<file path="src/rtl/oob_resp_pkg.sv">
package oob_resp_pkg;

    localparam int TIME_BYTES = 7;
    localparam int FLAG_BITS  = 3;
    localparam int SNAP_W     = 8 * TIME_BYTES + FLAG_BITS;

    typedef enum logic {
        SVC_TEMP = 1'b0,
        SVC_TIME = 1'b1
    } svc_e;

    typedef enum logic {
        ST_IDLE = 1'b0,
        ST_SEND = 1'b1
    } stream_e;

    typedef struct packed {
        logic bin;
        logic h24;
        logic dst;
    } rtc_flags_t;

    // payload bytes that follow the tag and length bytes
    function automatic logic [7:0] payload_len(svc_e s);
        return (s == SVC_TIME) ? 8'(TIME_BYTES + 1) : 8'd1;
    endfunction

    function automatic logic [7:0] status_byte(rtc_flags_t f);
        return {5'b0, f.bin, f.h24, f.dst};
    endfunction

endpackage

</file>
<file path="src/rtl/oob_period_sampler.sv">
module oob_period_sampler #(
    parameter int W      = 8,
    parameter int PERIOD = 100000
) (
    input  logic         clk,
    input  logic         rst,
    input  logic         hold,
    input  logic [W-1:0] d,
    output logic [W-1:0] q
);
    localparam int CW = (PERIOD > 1) ? $clog2(PERIOD) : 1;

    logic [CW-1:0] tick_cnt;
    logic          pending;
    logic          wrap;
    logic          due;

    assign wrap = (tick_cnt == CW'(PERIOD - 1));
    assign due  = wrap || pending;

    always_ff @(posedge clk) begin
        if (rst) begin
            tick_cnt <= '0;
            pending  <= 1'b0;
            q        <= '0;
        end else begin
            tick_cnt <= wrap ? '0 : tick_cnt + 1'b1;
            if (due && !hold) begin
                q       <= d;
                pending <= 1'b0;
            end else if (due) begin
                pending <= 1'b1;
            end
        end
    end

endmodule

</file>
<file path="src/rtl/oob_resp_framer.sv">
module oob_resp_framer
    import oob_resp_pkg::*;
#(
    parameter logic [7:0] TEMP_ADDR = 8'h21,
    parameter logic [7:0] TIME_ADDR = 8'h22,
    parameter logic [7:0] RESP_TAG  = 8'hC3,
    parameter int         ERR_W     = 8
) (
    input  logic              clk,
    input  logic              rst,
    input  logic              req_valid,
    input  logic [7:0]        req_addr,
    output logic              req_ready,
    input  logic [7:0]        temp_q,
    input  logic [SNAP_W-1:0] snap_q,
    output logic [7:0]        rsp_data,
    output logic              rsp_valid,
    output logic              rsp_last,
    input  logic              rsp_ready,
    output logic [ERR_W-1:0]  err_count
);
    localparam int TB_N = 8;

    stream_e    state;
    svc_e       svc;
    logic [3:0] idx;
    logic [7:0] tbyte [TB_N];
    rtc_flags_t flags;
    logic [3:0] tsel;
    logic [7:0] plen;

    assign flags = rtc_flags_t'(snap_q[SNAP_W-1 -: FLAG_BITS]);

    for (genvar gi = 0; gi < TB_N; gi++) begin : g_tb
        if (gi < TIME_BYTES) begin : g_byte
            assign tbyte[gi] = snap_q[8*gi +: 8];
        end else begin : g_pad
            assign tbyte[gi] = 8'h00;
        end
    end

    assign req_ready = (state == ST_IDLE);
    assign rsp_valid = (state == ST_SEND);
    assign plen      = payload_len(svc);
    assign rsp_last  = rsp_valid && ({4'b0, idx} == plen + 8'd1);
    assign tsel      = idx - 4'd3;

    always_comb begin
        if (idx == 4'd0)
            rsp_data = RESP_TAG;
        else if (idx == 4'd1)
            rsp_data = plen;
        else if (idx == 4'd2)
            rsp_data = (svc == SVC_TEMP) ? temp_q : status_byte(flags);
        else
            rsp_data = tbyte[tsel[2:0]];
    end

    always_ff @(posedge clk) begin
        if (rst) begin
            state     <= ST_IDLE;
            svc       <= SVC_TEMP;
            idx       <= '0;
            err_count <= '0;
        end else begin
            case (state)
                ST_IDLE: begin
                    if (req_valid) begin
                        if (req_addr == TEMP_ADDR || req_addr == TIME_ADDR) begin
                            state <= ST_SEND;
                            svc   <= (req_addr == TIME_ADDR) ? SVC_TIME : SVC_TEMP;
                            idx   <= '0;
                        end else if (err_count != {ERR_W{1'b1}}) begin
                            err_count <= err_count + 1'b1;
                        end
                    end
                end
                default: begin
                    if (rsp_ready) begin
                        if (rsp_last) state <= ST_IDLE;
                        else          idx   <= idx + 1'b1;
                    end
                end
            endcase
        end
    end

endmodule

</file>
<file path="src/rtl/oob_time_temp_responder.sv">
module oob_time_temp_responder
    import oob_resp_pkg::*;
#(
    parameter int         TEMP_PERIOD = 100000,
    parameter int         SNAP_PERIOD = 100000,
    parameter logic [7:0] TEMP_ADDR   = 8'h21,
    parameter logic [7:0] TIME_ADDR   = 8'h22,
    parameter logic [7:0] RESP_TAG    = 8'hC3,
    parameter int         ERR_W       = 8
) (
    input  logic             clk,
    input  logic             rst,
    input  logic [7:0]       temp_in,
    input  logic [55:0]      rtc_time,
    input  logic             rtc_dst,
    input  logic             rtc_24h,
    input  logic             rtc_bin,
    input  logic             req_valid,
    input  logic [7:0]       req_addr,
    output logic             req_ready,
    output logic [7:0]       rsp_data,
    output logic             rsp_valid,
    output logic             rsp_last,
    input  logic             rsp_ready,
    output logic [ERR_W-1:0] err_count
);
    logic [7:0]        temp_q;
    logic [SNAP_W-1:0] snap_q;
    logic [SNAP_W-1:0] snap_d;
    rtc_flags_t        flags_in;

    assign flags_in = '{bin: rtc_bin, h24: rtc_24h, dst: rtc_dst};
    assign snap_d   = {flags_in, rtc_time};

    oob_period_sampler #(.W(8), .PERIOD(TEMP_PERIOD)) u_temp (
        .clk (clk),
        .rst (rst),
        .hold(rsp_valid),
        .d   (temp_in),
        .q   (temp_q)
    );

    oob_period_sampler #(.W(SNAP_W), .PERIOD(SNAP_PERIOD)) u_snap (
        .clk (clk),
        .rst (rst),
        .hold(rsp_valid),
        .d   (snap_d),
        .q   (snap_q)
    );

    oob_resp_framer #(
        .TEMP_ADDR(TEMP_ADDR),
        .TIME_ADDR(TIME_ADDR),
        .RESP_TAG (RESP_TAG),
        .ERR_W    (ERR_W)
    ) u_framer (
        .clk      (clk),
        .rst      (rst),
        .req_valid(req_valid),
        .req_addr (req_addr),
        .req_ready(req_ready),
        .temp_q   (temp_q),
        .snap_q   (snap_q),
        .rsp_data (rsp_data),
        .rsp_valid(rsp_valid),
        .rsp_last (rsp_last),
        .rsp_ready(rsp_ready),
        .err_count(err_count)
    );

endmodule

</file>
<file path="config.mk">
export PLATFORM = sky130hd
export DESIGN_NAME = oob_time_temp_responder
export DESIGN_NICKNAME = d
export VERILOG_FILES = /design/src/rtl/oob_resp_pkg.sv /design/src/rtl/oob_period_sampler.sv /design/src/rtl/oob_resp_framer.sv /design/src/rtl/oob_time_temp_responder.sv
export SDC_FILE = /design/constraint.sdc
export NUM_CORES = 1
export LEC_CHECK = 0
export BUFFER_PORTS_ARGS = -buffer_cell sky130_fd_sc_hd__buf_4
export CAP_MARGIN = 20
export CORE_MARGIN = 8
export CORE_UTILIZATION = 55
export DETAILED_ROUTE_END_ITERATION = 10
export PLACE_DENSITY = 0.78
export RECOVER_POWER = 100
export SYNTH_ARGS = -nofsm -noshare
export SYNTH_HDL_FRONTEND = slang
export SYNTH_HIERARCHICAL = 1
export SYNTH_SLANG_ARGS = --single-unit
</file>
<file path="constraint.sdc">
create_clock -name clk -period 5.05 [get_ports clk]
set_input_delay 0.505 -clock clk [delete_from_list [all_inputs] [get_ports clk]]
set_output_delay 0.505 -clock clk [all_outputs]
set_load 0.03 [all_outputs]
</file>
==> results of run 1 <==
[power groups by stage]
stage                     Combinational (mW)  Clock [mW]  Sequential, mW
after floorplan                       0.0600           0           0.957
after global placement                 0.120           0           0.957
after detailed placement               0.123           0           0.957
after CTS                              0.124        1.24           0.937
after global routing                   0.134        1.28           0.938
final                                  0.124        1.22           0.938
[sequential cells by signal, indices dropped and copies added (netlist names)]
register	cells
u_framer/err_count	8
u_snap/q	59
u_temp/tick_cnt	17
u_framer/svc	1
u_framer/rsp_valid	1
u_temp/q	8
u_snap/tick_cnt	17
u_framer/idx	4
u_temp/pending	1
u_snap/pending	1
[area by class of cell]
type / count / share of cell area (%)
clock buffer: 24 / 6.65
clock inverter: 8 / 1.63
inverter: 15 / 0.763
multi-input combinational: 489 / 47.4
sequential: 117 / 31.8
tap: 140 / 2.37
timing repair buffer: 99 / 9.43
[critical path, stage by stage, from the launching register on]
cell and delay (ns):
dfxtp_1 0.31, buf_4 0.30, inv_1 0.16, ha_1 0.85, mux4_2 0.62, a311oi_1 0.33, a21oi_1 0.14, clkbuf_1 0.23
[synth_stat cells, drive strengths merged (17+ instances only)]
cell type and n:
mux2i 70, nand2b 135, dfxtp 117, nand2 18, nand4 18, xor2 17
o21ai 20, clkbuf 18, a21oi 23, nor2 44, buf 22
[cells by family after synthesis]
| family | synth area share, % |
|---|---|
| AOI/OAI and AO/OA | 7.71 |
| xor gates and xnor gates | 3.82 |
| adders and majority gates | 1.42 |
| buffers and inverters | 4.81 |
| DFF | 38.0 |
| muxes | 15.7 |
| and+or+nand+nor | 28.5 |
[path summary, 6_finish.rpt]
| path | start | end | depth (start not counted) |
|---|---|---|---|
| worst max-delay path | u_framer/idx[0] | rsp_data[1] | 7 |
| worst min-delay path | rst | u_framer/err_count[2] | 2 |
| worst max register to register | u_snap/tick_cnt[0] | u_snap/q[16] | 5 |
| worst min register to register | u_snap/q[56] | u_snap/q[56] | 2 |
[layer usage]
| layer | vias to the layer above | part of all wire (%) | track usage (%) |
|---|---|---|---|
| li1 | 2460 | - | - |
| met1 | 2419 | 44 | 24.7 |
| met2 | 181 | 47 | 32.7 |
| met3 | 31 | 7.0 | 5.65 |
| met4 | 0 | 2.4 | 8.48 |
| met5 | - | 0 | 0 |
[per-stage QoR]
| step | instances | worst slack, ns | utilization, % |
|---|---|---|---|
| after detailed placement | 859 | 1.79 | 62.9 |
| after floorplan | 661 | 2.21 | - |
| after global placement | 859 | 1.90 | 62.9 |
| after CTS | 891 | 1.16 | 68.5 |
| after global routing | 892 | 0.930 | 67.8 |
| final | 892 | 1.07 | 67.8 |
==> results_dict.tcl, run 1 <==
set metrics [dict create \
    outcome "complete, but fails checks" \
    failed_checks "max-capacitance violations, max-slew violations" \
    dr.pass1.iters 5 \
    tightest_slew_ns 2.00 \
    rows 38 \
    synth_top_area_cell "dfxtp_1" \
    setup.worst_path.end_class "output pin" \
    pwr-share-seq_pct 41.0 \
    synth_edf_count 0 \
    dp_hpwl_um 10700 \
    finalHoldViolations 0 \
    cts-resized-gates 0 \
    yosysTopAreaCellShare_pct 38.0 \
    die_w_um 122 \
    async_flop_share_pct 0 \
    ir_worst_vdd_mv 0.204 \
    hp-class "primary input to register" \
    gr-total-overflow 0 \
    design_area_mm2 0.00738 \
    finClkSkew_ns 0.00597 \
    wire_per_inst_um 17.3 \
    fmax_ghz 0.251 \
    finalSetupViolations 0 \
    synth_area_leaders "dfxtp_1, nand2b_1, mux2i_1" \
    syn_area_per_cell_um2 9.33 \
    clk_pin_slew_worst_paths_ns 0.06 \
    p_sw_share_pct 20.6 \
    post-route-period-util_pct 78.7 \
    hold_slack_ns 0.239 \
    final_cell_mix "nand2b_1, dfxtp_1, buf_4" \
    max_slew_margin_pct -33.1 \
    rsz0062_at_grt "no" \
    routed_wl_um 15500 \
    hold_buffers 0 \
    cts_setup_buffers 0 \
    detailroute.via_count 5091 \
    yosysWarnings 6 \
    syn_inst 661 \
    antenna_cells 0 \
    place.gp.congestion 0.932 \
    fin_tns_setup_ns 0 \
    drc 0 \
    synth_cell_type_count 66 \
    fin_crit_ns 3.98 \
    die_y_um 122 \
    design.core.area_mm2 0.0109 \
    cts.path.max_buffers 2 \
    reg2reg_setup_slack_ns 1.64 \
    multi_input_area_mm2 0.00350 \
    syn_to_final_growth_pct 19.7 \
    ctsRootBufferMaster "clkbuf_8" \
    fin_nets 825 \
    maxSlewViolCount 60 \
    p_int_mw 1.81 \
    postRouteAntennaNets 0 \
    pwr-share-comb_pct 5.4 \
    htreeDepth 4 \
    critPathKind "register to output pin" \
    layout.cells.most_common "nand2b_1" \
    numClockSinks 117 \
    cts_tree "yes" \
    grt_use_total_pct 20.2 \
    antenna_found_initial 0 \
    syn_area_mm2 0.00616 \
    cp.arrival_ns 3.47 \
    leakage_nw 2.66 \
    die_area_mm2 0.0149 \
    path_max_fanout 26 \
    ioPinCount 98 \
    seq_area_frac_synth_pct 38.0 \
    p_clk_share_pct 53.6 \
    power_mw 2.29 \
    clock_latency_ns 0.52 \
    io_buffers 97 \
    ys_ff_latch 117 \
    grt_max_degree 158 \
    power_switching_mw 0.471 \
    cp.required_ns 4.55 \
    synth_nets 747 \
    synth_top_flop_cell "dfxtp_1" \
    grt_pass1_wl_um 24000 \
    post_drt_via_cell_ratio 5.71 \
    cts_inserted_buffers 17 \
    first_iter_violations 409 \
    drive_gt1_share_pct 17.4 \
    start_util_pct 56.6 \
    grt_pass1_vias 5020 \
    seq_area_mm2 0.00234 \
    dpl_cell_area_mm2 0.00684 \
    fillerInstances 870 \
    powerDensity_mw_per_mm2 310 \
    start_kind "register" \
    drv_cap 1 \
]
Note: power is estimated with default switching activity, not from simulation.
==> run 2, diff against run 1 <==
--- a/config.mk
+++ b/config.mk
@@ -5,12 +5,13 @@
 export SDC_FILE = /design/constraint.sdc
 export NUM_CORES = 1
 export LEC_CHECK = 0
+export ABC_AREA = 1
 export BUFFER_PORTS_ARGS = -buffer_cell sky130_fd_sc_hd__buf_4
 export CAP_MARGIN = 20
 export CORE_MARGIN = 8
 export CORE_UTILIZATION = 55
 export DETAILED_ROUTE_END_ITERATION = 10
-export PLACE_DENSITY = 0.78
+export PLACE_DENSITY = 0.77
 export RECOVER_POWER = 100
 export SYNTH_ARGS = -nofsm -noshare
 export SYNTH_HDL_FRONTEND = slang
==> constraint.sdc (replaced) <==
create_clock -name clk -period 4 [get_ports clk]
set_input_delay 0.4 -clock clk [delete_from_list [all_inputs] [get_ports clk]]
set_output_delay 0.4 -clock clk [all_outputs]
set_load 0.03 [all_outputs]
==> run 2 against run 1 <==
The flow still finishes with violations (max-capacitance violations, max-slew violations). Die area rose by 5.2%. Via count rose by 24%. Core utilization fell by 2.0 points. Flip-flop and latch count did not move. Clock power rose by 46%. Combinational power rose by 23%. Power rose by 36%. Critical path type unchanged. Wire length rose by 3.2%. Sequential power rose by 26%. Register-to-register slack got worse by 0.65 ns. Sequential share of layout area fell by 1.6 points. Critical endpoint is now rsp_data[4]. Setup slack got worse by 0.80 ns.
==> results_dict.tcl, run 2 <==
set metrics [dict create \
    cp.arrival_ns 3.33 \
    rsz0062_at_grt "no" \
    netlist_top_cells_count "nand2_1, nor2_1, inv_1" \
    hp-class "primary input to register" \
    dp_cells 1201 \
    fin_cells 1234 \
    fmax_ghz 0.268 \
    yosysWarnings 6 \
    outcome "complete, but fails checks" \
    post_drt_via_cell_ratio 5.11 \
    cts.path.max_buffers 2 \
    fin_ws_ns 0.274 \
    path_max_fanout 31 \
    finalHoldViolations 0 \
    regMostFlops "u_snap/q" \
    htreeDepth 4 \
    rows 40 \
    detailroute.via_count 6301 \
    dp_slack_ns 0.983 \
    die_area_mm2 0.0156 \
    syn_area_mm2 0.00653 \
    critPathKind "register to output pin" \
    dr.pass1.iters 7 \
    routed_wl_um 16000 \
    post-route-period-util_pct 93.2 \
    antenna_found_initial 0 \
    finClkSkew_ns 0.00739 \
    layout.cells.most_common "nand2_1" \
    ir_worst_vdd_mv 0.257 \
    grt_max_degree 116 \
    seq_area_frac_synth_pct 35.8 \
    async_flop_share_pct 0 \
    ioPinCount 98 \
    largest_register_ffs 59 \
    fin_tns_setup_ns 0 \
    finalSetupViolations 0 \
    synth.most_common_cell "nand2_1" \
    wire_per_inst_um 12.9 \
    power_mw 3.11 \
    start_kind "register" \
    syn_to_final_growth_pct 18.8 \
    clock_latency_ns 0.42 \
    first_iter_violations 500 \
    fin_crit_ns 3.73 \
    final_cell_mix "nand2_1, nor2_1, nand3_1" \
    synth_cell_type_count 35 \
    ys_ff_latch 117 \
    synth_nets 1081 \
    io_buffers 97 \
    powerDensity_mw_per_mm2 401 \
    failed_checks "max-capacitance violations, max-slew violations" \
    design.core.area_mm2 0.0118 \
    yosysTopAreaCellShare_pct 35.8 \
    drive_gt1_share_pct 15.0 \
    synth_edf_count 0 \
    hold_slack_ns 0.285 \
    cts_tree "yes" \
    cts-resized-gates 0 \
    leakage_nw 3.46 \
    syn_area_per_cell_um2 6.57 \
    clk_pin_slew_worst_paths_ns 0.05 \
    drc 0 \
    gr-total-overflow 0 \
    dpl_cell_area_mm2 0.00717 \
    grt_use_total_pct 20.6 \
    design_area_mm2 0.00776 \
    setup.worst_path.end_class "output pin" \
    synth_area_leaders "dfxtp_1, nand2_1, nand3_1" \
    fin_nets 1160 \
    cts_inserted_buffers 17 \
    grt_pass1_wl_um 26800 \
    synth_top_area_cell "dfxtp_1" \
    ctsRootBufferMaster "clkbuf_16" \
    synth_top_flop_cell "dfxtp_1" \
    grt_pass1_vias 5863 \
    reg_top3 "u_snap/q (59), u_snap/tick_cnt (17), u_temp/tick_cnt (17)" \
    maxSlewViolCount 109 \
    start_util_pct 55.3 \
    drv_cap 1 \
    numClockSinks 117 \
    tightest_slew_ns 1.85 \
    dp_hpwl_um 11000 \
    die_y_um 125 \
    postRouteAntennaNets 0 \
    die_w_um 125 \
    max_slew_margin_pct -23.2 \
    syn_inst 995 \
    place.gp.congestion 0.897 \
    final_util_pct 65.7 \
    hold_buffers 0 \
    antenna_cells 0 \
    cts_setup_buffers 0 \
    cp.required_ns 3.60 \
]
## run 2: cell type report
| cell class | count | area [um^2] |
|---|---|---|
| fillers | 1132 | 4050 |
| multi-input cells | 696 | 3290 |
| flip-flops and latches | 117 | 2340 |
| repair buffers | 103 | 718 |
| inverters | 139 | 528 |
| clock buffers | 18 | 439 |
| clock inverters | 14 | 255 |
| well taps | 147 | 184 |
## run 2: path summary, 6_finish.rpt
check	slack, ns	startpoint	endpoint	cells past startpoint
worst max-delay path	0.27	u_framer/idx[0]	rsp_data[4]	10
worst min-delay path	0.29	req_addr[1]	u_framer/svc	3
worst max register to register	0.99	u_snap/tick_cnt[0]	u_snap/q[4]	8
worst min register to register	0.45	u_temp/tick_cnt[0]	u_temp/tick_cnt[0]	1
## run 2: routing by layer
layer  vias to the layer above  wire (um)  GRT usage [%]
met5                         -          0              0
met4                         0        302           8.31
met3                        29        790           5.06
li1                       3307          -              -
met2                       183       7410           33.7
met1                      2782       7460           25.4
## run 2: kinds of logic after synthesis
kind of cell    Yosys count  share of synthesized area [%]
fa+ha+maj                 7                           1.34
compound gates          123                           10.6
buf+inv                 182                           13.0
xor+xnor                 15                           2.30
flops                   117                           35.8
simple gates            551                           37.0
## run 2: worst max-delay path, cell delays in order (launching register included)
cell and delay, ns:
dfxtp_1 0.30, buf_4 0.28, inv_2 0.25, ha_1 0.66, inv_1 0.32, nor2_1 0.19, o21ai_0 0.10, nand3_1 0.12
nand3_1 0.10, a21oi_1 0.23, clkbuf_1 0.35
## run 2: report_power, final
| part | internal, mW | leakage (nW) | total (mW) | switching, mW |
|---|---|---|---|---|
| Combinational | 0.0742 | 2.19 | 0.153 | 0.0786 |
| Sequential | 1.17 | 0.944 | 1.18 | 0.00619 |
| Clock | 1.24 | 0.328 | 1.78 | 0.540 |
